==> config.mk <==
export PLATFORM = sky130hd
export DESIGN_NAME = tag_ready_store
export DESIGN_NICKNAME = d
export VERILOG_FILES = /design/src/rtl/tag_rdy_pkg.sv /design/src/rtl/tag_array.sv /design/src/rtl/tag_match.sv /design/src/rtl/rdy_gen.sv /design/src/rtl/tag_ready_store.sv
export SDC_FILE = /design/constraint.sdc
export NUM_CORES = 1
export LEC_CHECK = 0
export BUFFER_PORTS_ARGS = -buffer_cell sky130_fd_sc_hd__buf_2
export CORE_MARGIN = 4
export CORE_UTILIZATION = 55
export DETAILED_ROUTE_END_ITERATION = 10
export GPL_TIMING_DRIVEN = 0
export PLACE_DENSITY = 0.71
export SLEW_MARGIN = 10
export SYNTH_ARGS = -nofsm -noshare
export SYNTH_HDL_FRONTEND = slang
export SYNTH_SLANG_ARGS = --single-unit
==> constraint.sdc <==
create_clock -name clk -period 4.7 [get_ports clk]
set_input_delay 0.235 -clock clk [delete_from_list [all_inputs] [get_ports clk]]
set_output_delay 0.235 -clock clk [all_outputs]
set_load 0.05 [all_outputs]
==> src/rtl/tag_rdy_pkg.sv <==
package tag_rdy_pkg;

    // Two status bits per entry; in generic mode they carry no meaning.
    typedef struct packed {
        logic vld;
        logic wt;
    } stat_t;

endpackage

==> src/rtl/tag_array.sv <==
module tag_array
    import tag_rdy_pkg::*;
#(
    parameter int SETS  = 64,
    parameter int TAG_W = 12,
    localparam int IDX_W = $clog2(SETS)
) (
    input  logic             clk,
    input  logic             rst_n,
    input  logic             wr_tag,
    input  logic             wr_stat,
    input  logic [IDX_W-1:0] wr_idx,
    input  logic [TAG_W-1:0] wr_t,
    input  stat_t            wr_s,
    input  logic [IDX_W-1:0] rd_idx,
    output logic [TAG_W-1:0] rd_tag,
    output stat_t            rd_stat
);

    logic [TAG_W-1:0] tag_d [SETS];
    logic [TAG_W-1:0] tag_q [SETS];
    stat_t            stat_d [SETS];
    stat_t            stat_q [SETS];

    // Next-value computation for the whole array.
    always_comb begin
        for (int e = 0; e < SETS; e++) begin
            tag_d[e]  = tag_q[e];
            stat_d[e] = stat_q[e];
        end
        if (wr_tag) begin
            tag_d[wr_idx]  = wr_t;
            stat_d[wr_idx] = wr_s;
        end else if (wr_stat) begin
            stat_d[wr_idx] = wr_s;
        end
    end

    // Tags keep their contents through reset; only status is cleared.
    always_ff @(posedge clk) begin
        for (int e = 0; e < SETS; e++) begin
            tag_q[e] <= tag_d[e];
        end
    end

    generate
        for (genvar e = 0; e < SETS; e++) begin : g_stat
            always_ff @(posedge clk) begin
                if (!rst_n) begin
                    stat_q[e] <= '0;
                end else begin
                    stat_q[e] <= stat_d[e];
                end
            end
        end
    endgenerate

    assign rd_tag  = tag_q[rd_idx];
    assign rd_stat = stat_q[rd_idx];

    // a tag write lands at the addressed entry
    p_tag_store_r12: assert property (@(posedge clk) disable iff (!rst_n)
        wr_tag |=> (tag_q[$past(wr_idx)] == $past(wr_t)) && (stat_q[$past(wr_idx)] == $past(wr_s)));

    // a status-only write leaves the tag untouched
    p_stat_only_r12: assert property (@(posedge clk) disable iff (!rst_n)
        (wr_stat && !wr_tag) |=> (tag_q[$past(wr_idx)] == $past(tag_q[wr_idx]))
                                 && (stat_q[$past(wr_idx)] == $past(wr_s)));

endmodule

==> src/rtl/tag_match.sv <==
module tag_match
    import tag_rdy_pkg::*;
#(
    parameter int TAG_W = 12
) (
    input  logic             lk_cs,
    input  logic             lk_cmp,
    input  logic             lk_gen,
    input  logic [TAG_W-1:0] lk_tag,
    input  logic [TAG_W-1:0] stored_tag,
    input  stat_t            stored_stat,
    output logic             hit,
    output logic             hit_en
);

    logic eq;

    always_comb begin
        eq     = (stored_tag == lk_tag);
        hit_en = lk_cs;
        hit    = 1'b0;
        if (lk_cs && lk_cmp) begin
            hit = lk_gen ? eq : (eq && stored_stat.vld);
        end
    end

endmodule

==> src/rtl/rdy_gen.sv <==
module rdy_gen
    import tag_rdy_pkg::*;
(
    input  logic  hit,
    input  logic  hit_en,
    input  logic  lk_gen,
    input  logic  lk_wr,
    input  stat_t stored_stat,
    input  logic  rdy_hold,
    input  logic  rdy_oe,
    output logic  wt_block,
    output logic  rdy_val,
    output logic  rdy_en
);

    always_comb begin
        wt_block = !lk_gen && lk_wr && stored_stat.wt;
        rdy_val  = !(hit && !wt_block && !rdy_hold);
        rdy_en   = hit_en && rdy_oe;
    end

endmodule

==> src/rtl/tag_ready_store.sv <==
module tag_ready_store
    import tag_rdy_pkg::*;
#(
    parameter int SETS       = 64,
    parameter int TAG_W      = 12,
    parameter bit WRITE_HIGH = 1'b1,
    localparam int IDX_W     = $clog2(SETS)
) (
    input  logic             clk,
    input  logic             rst_n,
    input  logic             cs,
    input  logic [IDX_W-1:0] idx,
    input  logic [TAG_W-1:0] tag_in,
    input  logic             tag_we,
    input  logic             stat_we,
    input  logic [1:0]       stat_in,
    input  logic             match_mode,
    input  logic             mode_generic,
    input  logic             rw,
    input  logic             rdy_hold,
    input  logic             rdy_oe,
    output logic             hit,
    output logic             hit_en,
    output logic [1:0]       stat_out,
    output logic             rdy_val,
    output logic             rdy_en
);

    typedef struct packed {
        logic             cs;
        logic             cmp;
        logic             gen;
        logic             wr;
        logic [IDX_W-1:0] idx;
        logic [TAG_W-1:0] tag;
    } lk_t;

    lk_t              lk_d, lk_q;
    logic             is_wr;
    logic [TAG_W-1:0] rd_tag;
    stat_t            rd_stat;
    logic             wt_block;

    // Direction polarity picked at elaboration.
    generate
        if (WRITE_HIGH) begin : g_wr_hi
            assign is_wr = rw;
        end else begin : g_wr_lo
            assign is_wr = !rw;
        end
    endgenerate

    always_comb begin
        lk_d     = lk_q;
        lk_d.cs  = cs;
        lk_d.cmp = match_mode;
        lk_d.gen = mode_generic;
        lk_d.wr  = is_wr;
        lk_d.idx = idx;
        lk_d.tag = tag_in;
    end

    always_ff @(posedge clk) begin
        if (!rst_n) begin
            lk_q <= '0;
        end else begin
            lk_q <= lk_d;
        end
    end

    tag_array #(.SETS(SETS), .TAG_W(TAG_W)) u_arr (
        .clk     (clk),
        .rst_n   (rst_n),
        .wr_tag  (cs && tag_we),
        .wr_stat (cs && stat_we),
        .wr_idx  (idx),
        .wr_t    (tag_in),
        .wr_s    (stat_t'(stat_in)),
        .rd_idx  (lk_q.idx),
        .rd_tag  (rd_tag),
        .rd_stat (rd_stat)
    );

    tag_match #(.TAG_W(TAG_W)) u_match (
        .lk_cs       (lk_q.cs),
        .lk_cmp      (lk_q.cmp),
        .lk_gen      (lk_q.gen),
        .lk_tag      (lk_q.tag),
        .stored_tag  (rd_tag),
        .stored_stat (rd_stat),
        .hit         (hit),
        .hit_en      (hit_en)
    );

    rdy_gen u_rdy (
        .hit         (hit),
        .hit_en      (hit_en),
        .lk_gen      (lk_q.gen),
        .lk_wr       (lk_q.wr),
        .stored_stat (rd_stat),
        .rdy_hold    (rdy_hold),
        .rdy_oe      (rdy_oe),
        .wt_block    (wt_block),
        .rdy_val     (rdy_val),
        .rdy_en      (rdy_en)
    );

    assign stat_out = rd_stat;

    // an invalid entry never hits in dedicated mode
    p_inv_nohit_r2: assert property (@(posedge clk) disable iff (!rst_n)
        (!lk_q.gen && !rd_stat.vld) |-> !hit);

    // generic mode reports raw equality
    p_generic_raw_r3: assert property (@(posedge clk) disable iff (!rst_n)
        (hit_en && lk_q.cmp && lk_q.gen) |-> (hit == (rd_tag == lk_q.tag)));

    // compare disabled gives no hit
    p_nocmp_low_r4: assert property (@(posedge clk) disable iff (!rst_n)
        !lk_q.cmp |-> !hit);

    // deselect removes both drives in the next cycle
    p_desel_r5: assert property (@(posedge clk) disable iff (!rst_n)
        !cs |=> (!hit_en && !rdy_en && !hit));

    // a clean hit asserts ready; no hit keeps it high
    p_hit_ready_r7: assert property (@(posedge clk) disable iff (!rst_n)
        (hit && !wt_block && !rdy_hold) |-> !rdy_val);
    p_miss_high_r7: assert property (@(posedge clk) disable iff (!rst_n)
        !hit |-> rdy_val);

    // write to a write-through line in dedicated mode is blocked
    p_wt_block_r8: assert property (@(posedge clk) disable iff (!rst_n)
        (lk_q.wr && !lk_q.gen && rd_stat.wt) |-> rdy_val);

    // hold forces ready high
    p_hold_r9: assert property (@(posedge clk) disable iff (!rst_n)
        rdy_hold |-> rdy_val);

    // drive-enable off means no drive
    p_oe_r10: assert property (@(posedge clk) disable iff (!rst_n)
        !rdy_oe |-> !rdy_en);

endmodule

Yosys cells after proc, flatten, opt, wreduce, memory -nomap -nowiden
Memories as Yosys holds them, arrays and structs flattened. A register that Yosys moved wholly into a read port is not among the register bits. Index checks and enable logic that the tools add are counted.

Logic and storage cells: 168. Bits of input ports: 30. RAM bits: 896. Register bits after elaboration: 16. Output and inout bits: 6. Memories: 2.

Reductions and logical operators: 14. $lt $le $gt $ge: 2. Mux-type cells: 79. Equal/unequal tests: 1. Bitwise gates (word level): 65.

Memories: u_arr.tag_q (depth 64, width 12, rd ports 65, clocked after Yosys merged registers in 1, wr ports 64, line tag_array.sv:21) `logic [TAG_W-1:0] tag_q [SETS];`; u_arr.stat_q (depth 64, width 2, rd ports 65, clocked after Yosys merged registers in 1, wr ports 64, line tag_array.sv:23) `stat_t stat_q [SETS];`.

Operators with widths (count): $bwmux 768 (1); $mux 768 (1); $mux 128 (2); $mux 2 (65); $bwmux 128 (1); $demux 12 s6 (1); $or 1x1->1 (64); $demux 2 s6 (1); $eq 12x12->1 (1); $mux 12 (1); $mux 6 (2); $logic_and 1x1->1 (10); $ge 7x7->1 const B (1); $lt 7x1->1 const B (1); $not 6->7 (1); $logic_not 1->1 (4); $mux 1 (4).

Logic depth before layout (Yosys ltp)
Depth after elaboration: 9. Depth in mapped cells: 13. Depth with buffers taken out: 8.

Modules after synthesis
Synthesis repeated with hierarchy kept, for this count alone.

Cells, all modules: 2074. Area, all modules: 36583.8 um^2.

Modules (own cells, without submodules): tag_array (cells each 2003, area each 35768.1 um^2, instances 1, sequential area each 25624.6 um^2); tag_ready_store (cells each 48, area each 633.1 um^2, instances 1, sequential area each 440.4 um^2); tag_match (cells each 18, area each 151.4 um^2, instances 1, sequential area each 0.0 um^2); rdy_gen (cells each 5, area each 31.3 um^2, instances 1, sequential area each 0.0 um^2).

Worst setup path before layout
Ideal clock, no wire load.

Path kind: reg-to-output. From: reg with a tool-made name. To: out rdy_val. Data required time: 4.465 ns. Buffers on the path: 5. Path slack: 1.231 ns. Stages on the path, launching flop included: 12. Arrival: 3.234 ns. Cells stage by stage: dfxtp_1 -> buf_4 -> buf_6 -> buf_4 -> buf_2 -> buf_2 -> mux4_2 -> mux4_2 -> nand2_1 -> a31oi_1 -> a31oi_1 -> nand3_1.

RTL lines: end, declared (line tag_ready_store.sv:25) `output logic rdy_val,`.

==> results.txt <==
The flow ran to the end, and the final reports show no timing, DRC or antenna violations. The number of distinct library cells after synthesis came out at 67. After detailed routing, the average wire length per cell comes to around 35 um. The utilization after layout is 0.6345. Relative to the synthesized area, the layout overhead comes to 13.56%. The maximum clock frequency came out at around 210 MHz. The clock slew at the register clock pins of the worst setup and hold paths came out at 0.06 ns. STA classifies the critical path startpoint as a flip-flop. The number of iterations in the first detailed-routing pass came out at 5. The number of cells on the worst hold path is 2. The share of the cycle needed by the critical path after routing is 0.9952.

The maximum fanout count along the critical path is 10. The average cell area after synthesis came out at 16.92 um^2. The number of warnings printed during yosys synthesis came out at 0. The clock latency of the later-clocked register in the worst-skew pair is 0.66 ns. The first-pass GRT wire length came out at 162,900 um. The final number of hold-violating endpoints came to 0. The total inserted antenna cells came out at 0. The arrival time at the worst endpoint came out at 4.44 ns.

STA classifies the critical path endpoint as an output pin. The initial detailed-routing violation count is 3,976. The clock passes through at most 3 buffers. The effective utilization at floorplan came out at 0.5587. The switching part of the total power came out at 0.2294. The minimum clock period is 4.677 ns. The clock power share came out at 0.420. The worst-case clock skew came out at 0 ns. The static leakage power came out at between 10 and 15 nW. The worst hold path class is primary input to flip-flop. The worst-case reg-to-reg path depth came out at 2. The count of filler cells inserted in the layout came out at ~4,600. The floorplan die width is 267.6 um. The count of flip-flops with a built-in enable after synthesis is 768. Using the TritonRoute via totals, the vias-per-cell ratio works out to a little under 7.

The final layout contains routed wiring with a total length of 116,200 um. The die height is 267.6 um. The proportion of register bits with asynchronous set or reset after synthesis is 0. The final global-route overflow total is 0. The library cell used most frequently in the layout, excluding fill and tap cells, is sky130_fd_sc_hd__edfxtp_1. The area inside the core boundary is 0.06633 mm^2.

The weighted congestion reported at the end of routability-driven placement came out at 0.9886. The final-layout worst hold slack is 0.02616 ns. The number of violations of the max-capacitance limit is 0. The instance count of the mapped netlist is approximately 2,200. The H-tree depth reported by CTS is 3. The overall fraction of global-route tracks in use is 0.3272.

Across the VDD grid, the largest voltage drop is 0.2812 mV. In the layout the commonest cells are sky130_fd_sc_hd__edfxtp_1, sky130_fd_sc_hd__mux4_2, sky130_fd_sc_hd__nand2_1, sky130_fd_sc_hd__dfxtp_1, sky130_fd_sc_hd__o21ai_0. The synthesized netlist net count came out at about 2,200. The endpoint required time on the critical path is 4.47 ns. The total power draw came out at 17.24 mW. Headroom to the max-slew limit came out at 0.05678. The top-level port count is 36.

TritonCTS built the clock tree. The flop-to-flop setup slack came out at 3.94 ns. The most used flip-flop cell after synthesis is sky130_fd_sc_hd__edfxtp_1.

The worst setup path is of the flip-flop to output pin kind. The via count of the routed design is between 20,000 and 25,000. In this run the remaining antenna-violating nets after routing total 0. The internal power of the cells came out at 13.29 mW.

The combinational fraction of design power came out at 0.065. For this design the ratio of total power to cell area is a little over 400 mW/mm^2. The HPWL after detailed placement is 73,530 um.

Summed over all nets, the switching power comes to 3.956 mW. The initial antenna violation count is 0. Of the synthesized area, sequential elements account for 0.7033. The synthesis-stage register bit count is 918. The number of global-route vias before repair came to 22,060. The transition time of the tightest slew-check pin is 1.415 ns. The final number of setup-violating endpoints came out at 0.

The number of buffers created by CTS came out at 92. The cell chosen for the clock root is sky130_fd_sc_hd__clkbuf_16. The number of DRC violations after detailed routing came out at 0.

The final-report max-slew violation count is 0. The number of I/O port buffers came out at 30. The total standard cell area after synthesis is 0.03706 mm^2. The area of the die came out at a little over 0.07 mm^2. Entering global routing, the biggest net connects 66 pins. The row count is 94. The net count reported at finish is 2,368. The share of layout cells above drive strength 1 is 0.2341. The share of total power in sequential cells came out at 0.514.

The total number of clock tree sinks is 918.
==> flip-flops by register name, indices dropped and copies added (netlist names), named ones only <==
register      flops
u_arr.tag_q     768
u_arr.stat_q    128
lk_q             16
==> final timing paths <==
kind                                                  startpoint                               end
worst max register to register   u_arr.stat_q[5][1]$_SDFFE_PN0P_   u_arr.stat_q[5][1]$_SDFFE_PN0P_
worst min-delay path                                      idx[1]                         flip-flop
worst min register to register  u_arr.stat_q[50][0]$_SDFFE_PN0P_  u_arr.stat_q[50][0]$_SDFFE_PN0P_
worst max-delay path                                   flip-flop                               hit
==> cell type report <==
cell class,count,area [um^2],area share
flip-flops and latches,918,26070,0.6193
multi-input cells,1112,10410,0.2473
clock buffers,112,2437,0.05791
plain buffers,152,1087,0.02583
well taps,864,1081,0.02569
clock inverters,53,499.2,0.01186
repair buffers,55,476.7,0.01133
inverters,7,31.28,0.0007432
==> metal layers <==
| layer | wire, um | up-vias | global-route usage |
|---|---|---|---|
| met5 | 0 | - | 0 |
| met4 | 6000 | 0 | 0.1434 |
| met3 | 16630 | 348 | 0.09986 |
| met2 | 50960 | 1828 | 0.4783 |
| met1 | 42590 | 11510 | 0.4616 |
| li1 | - | 8934 | - |
==> worst max-delay path, cell delays in order (launching register included) <==
cell and delay, ns:
sky130_fd_sc_hd__dfxtp_1 0.31, sky130_fd_sc_hd__buf_2 0.22, sky130_fd_sc_hd__buf_2 0.32, sky130_fd_sc_hd__buf_2 0.49
sky130_fd_sc_hd__clkbuf_4 0.45, sky130_fd_sc_hd__mux4_2 0.35, sky130_fd_sc_hd__o22ai_1 0.34, sky130_fd_sc_hd__nor4_1 0.13
sky130_fd_sc_hd__xnor2_1 0.17, sky130_fd_sc_hd__nand4_1 0.16, sky130_fd_sc_hd__a211oi_4 0.40, sky130_fd_sc_hd__and2_1 0.19
sky130_fd_sc_hd__clkbuf_4 0.22
==> stage by stage <==
step           instances  worst slack, ns  area, um^2  setup TNS, ns
5_1_grt             3273         -0.01308       42090       -0.01308
2_1_floorplan       2190            1.231       37060              0
3_3_place_gp        3084          -0.3713       38290        -0.6387
4_1_cts             3274          0.01985       41930              0
3_5_place_dp        3099          -0.5035       38630        -0.9071
6_report            3273          0.02276       42090              0
==> power by group through the flow <==
stage	logic [mW]	registers (mW)	clock network, mW
final	1.13	8.86	7.25
after global routing	1.15	8.86	7.59
after CTS	1.07	8.87	7.24
after detailed placement	1.04	9.04	0
after global placement	1.01	9.04	0
after floorplan	0.535	9.03	0
==> timing repair <==
action,in CTS,in global routing
endpoints found under the setup margin,4,2
gates resized for setup,85,28
hold buffers,8,0
gates cloned,0,0
hold endpoints to repair,47,0
setup buffers,2,0
pin swaps,2,2
==> synthesized netlist by cell type (6+ instances only) <==
cell type	instances	area [um^2]
sky130_fd_sc_hd__a21boi_0	113	848.3
sky130_fd_sc_hd__a21oi_1	11	55.05
sky130_fd_sc_hd__a221oi_1	9	78.83
sky130_fd_sc_hd__a22o_1	7	61.31
sky130_fd_sc_hd__a22oi_1	20	150.1
sky130_fd_sc_hd__a31oi_1	9	56.30
sky130_fd_sc_hd__and2_1	28	175.2
sky130_fd_sc_hd__buf_1	10	37.54
sky130_fd_sc_hd__buf_2	20	100.1
sky130_fd_sc_hd__buf_4	22	165.2
sky130_fd_sc_hd__buf_6	13	146.4
sky130_fd_sc_hd__clkbuf_1	80	300.3
sky130_fd_sc_hd__dfxtp_1	150	3003
sky130_fd_sc_hd__edfxtp_1	768	23060
sky130_fd_sc_hd__inv_1	6	22.52
sky130_fd_sc_hd__mux2_2	13	146.4
sky130_fd_sc_hd__mux2i_1	48	480.5
sky130_fd_sc_hd__mux4_1	19	499.2
sky130_fd_sc_hd__mux4_2	197	4437
sky130_fd_sc_hd__nand2_1	182	683.2
sky130_fd_sc_hd__nand2b_1	16	100.1
sky130_fd_sc_hd__nand3_1	26	130.1
sky130_fd_sc_hd__nor2_1	142	533.0
sky130_fd_sc_hd__nor2b_1	31	193.9
sky130_fd_sc_hd__nor3_1	10	50.05
sky130_fd_sc_hd__o21ai_0	122	610.6
sky130_fd_sc_hd__o22ai_1	28	175.2
sky130_fd_sc_hd__xnor2_1	6	52.55
==> kinds of logic (layout without fill, tap and decap cells) <==
kind of cell | Yosys count | count (layout) | synth area share
flops | 918 | 918 | 0.7033
simple gates | 474 | 474 | 0.05807
compound gates | 351 | 351 | 0.06252
mux | 277 | 277 | 0.1501
buf+inv | 160 | 379 | 0.02367
xor+xnor | 10 | 10 | 0.002363
Power figures use the tool's default switching activity.
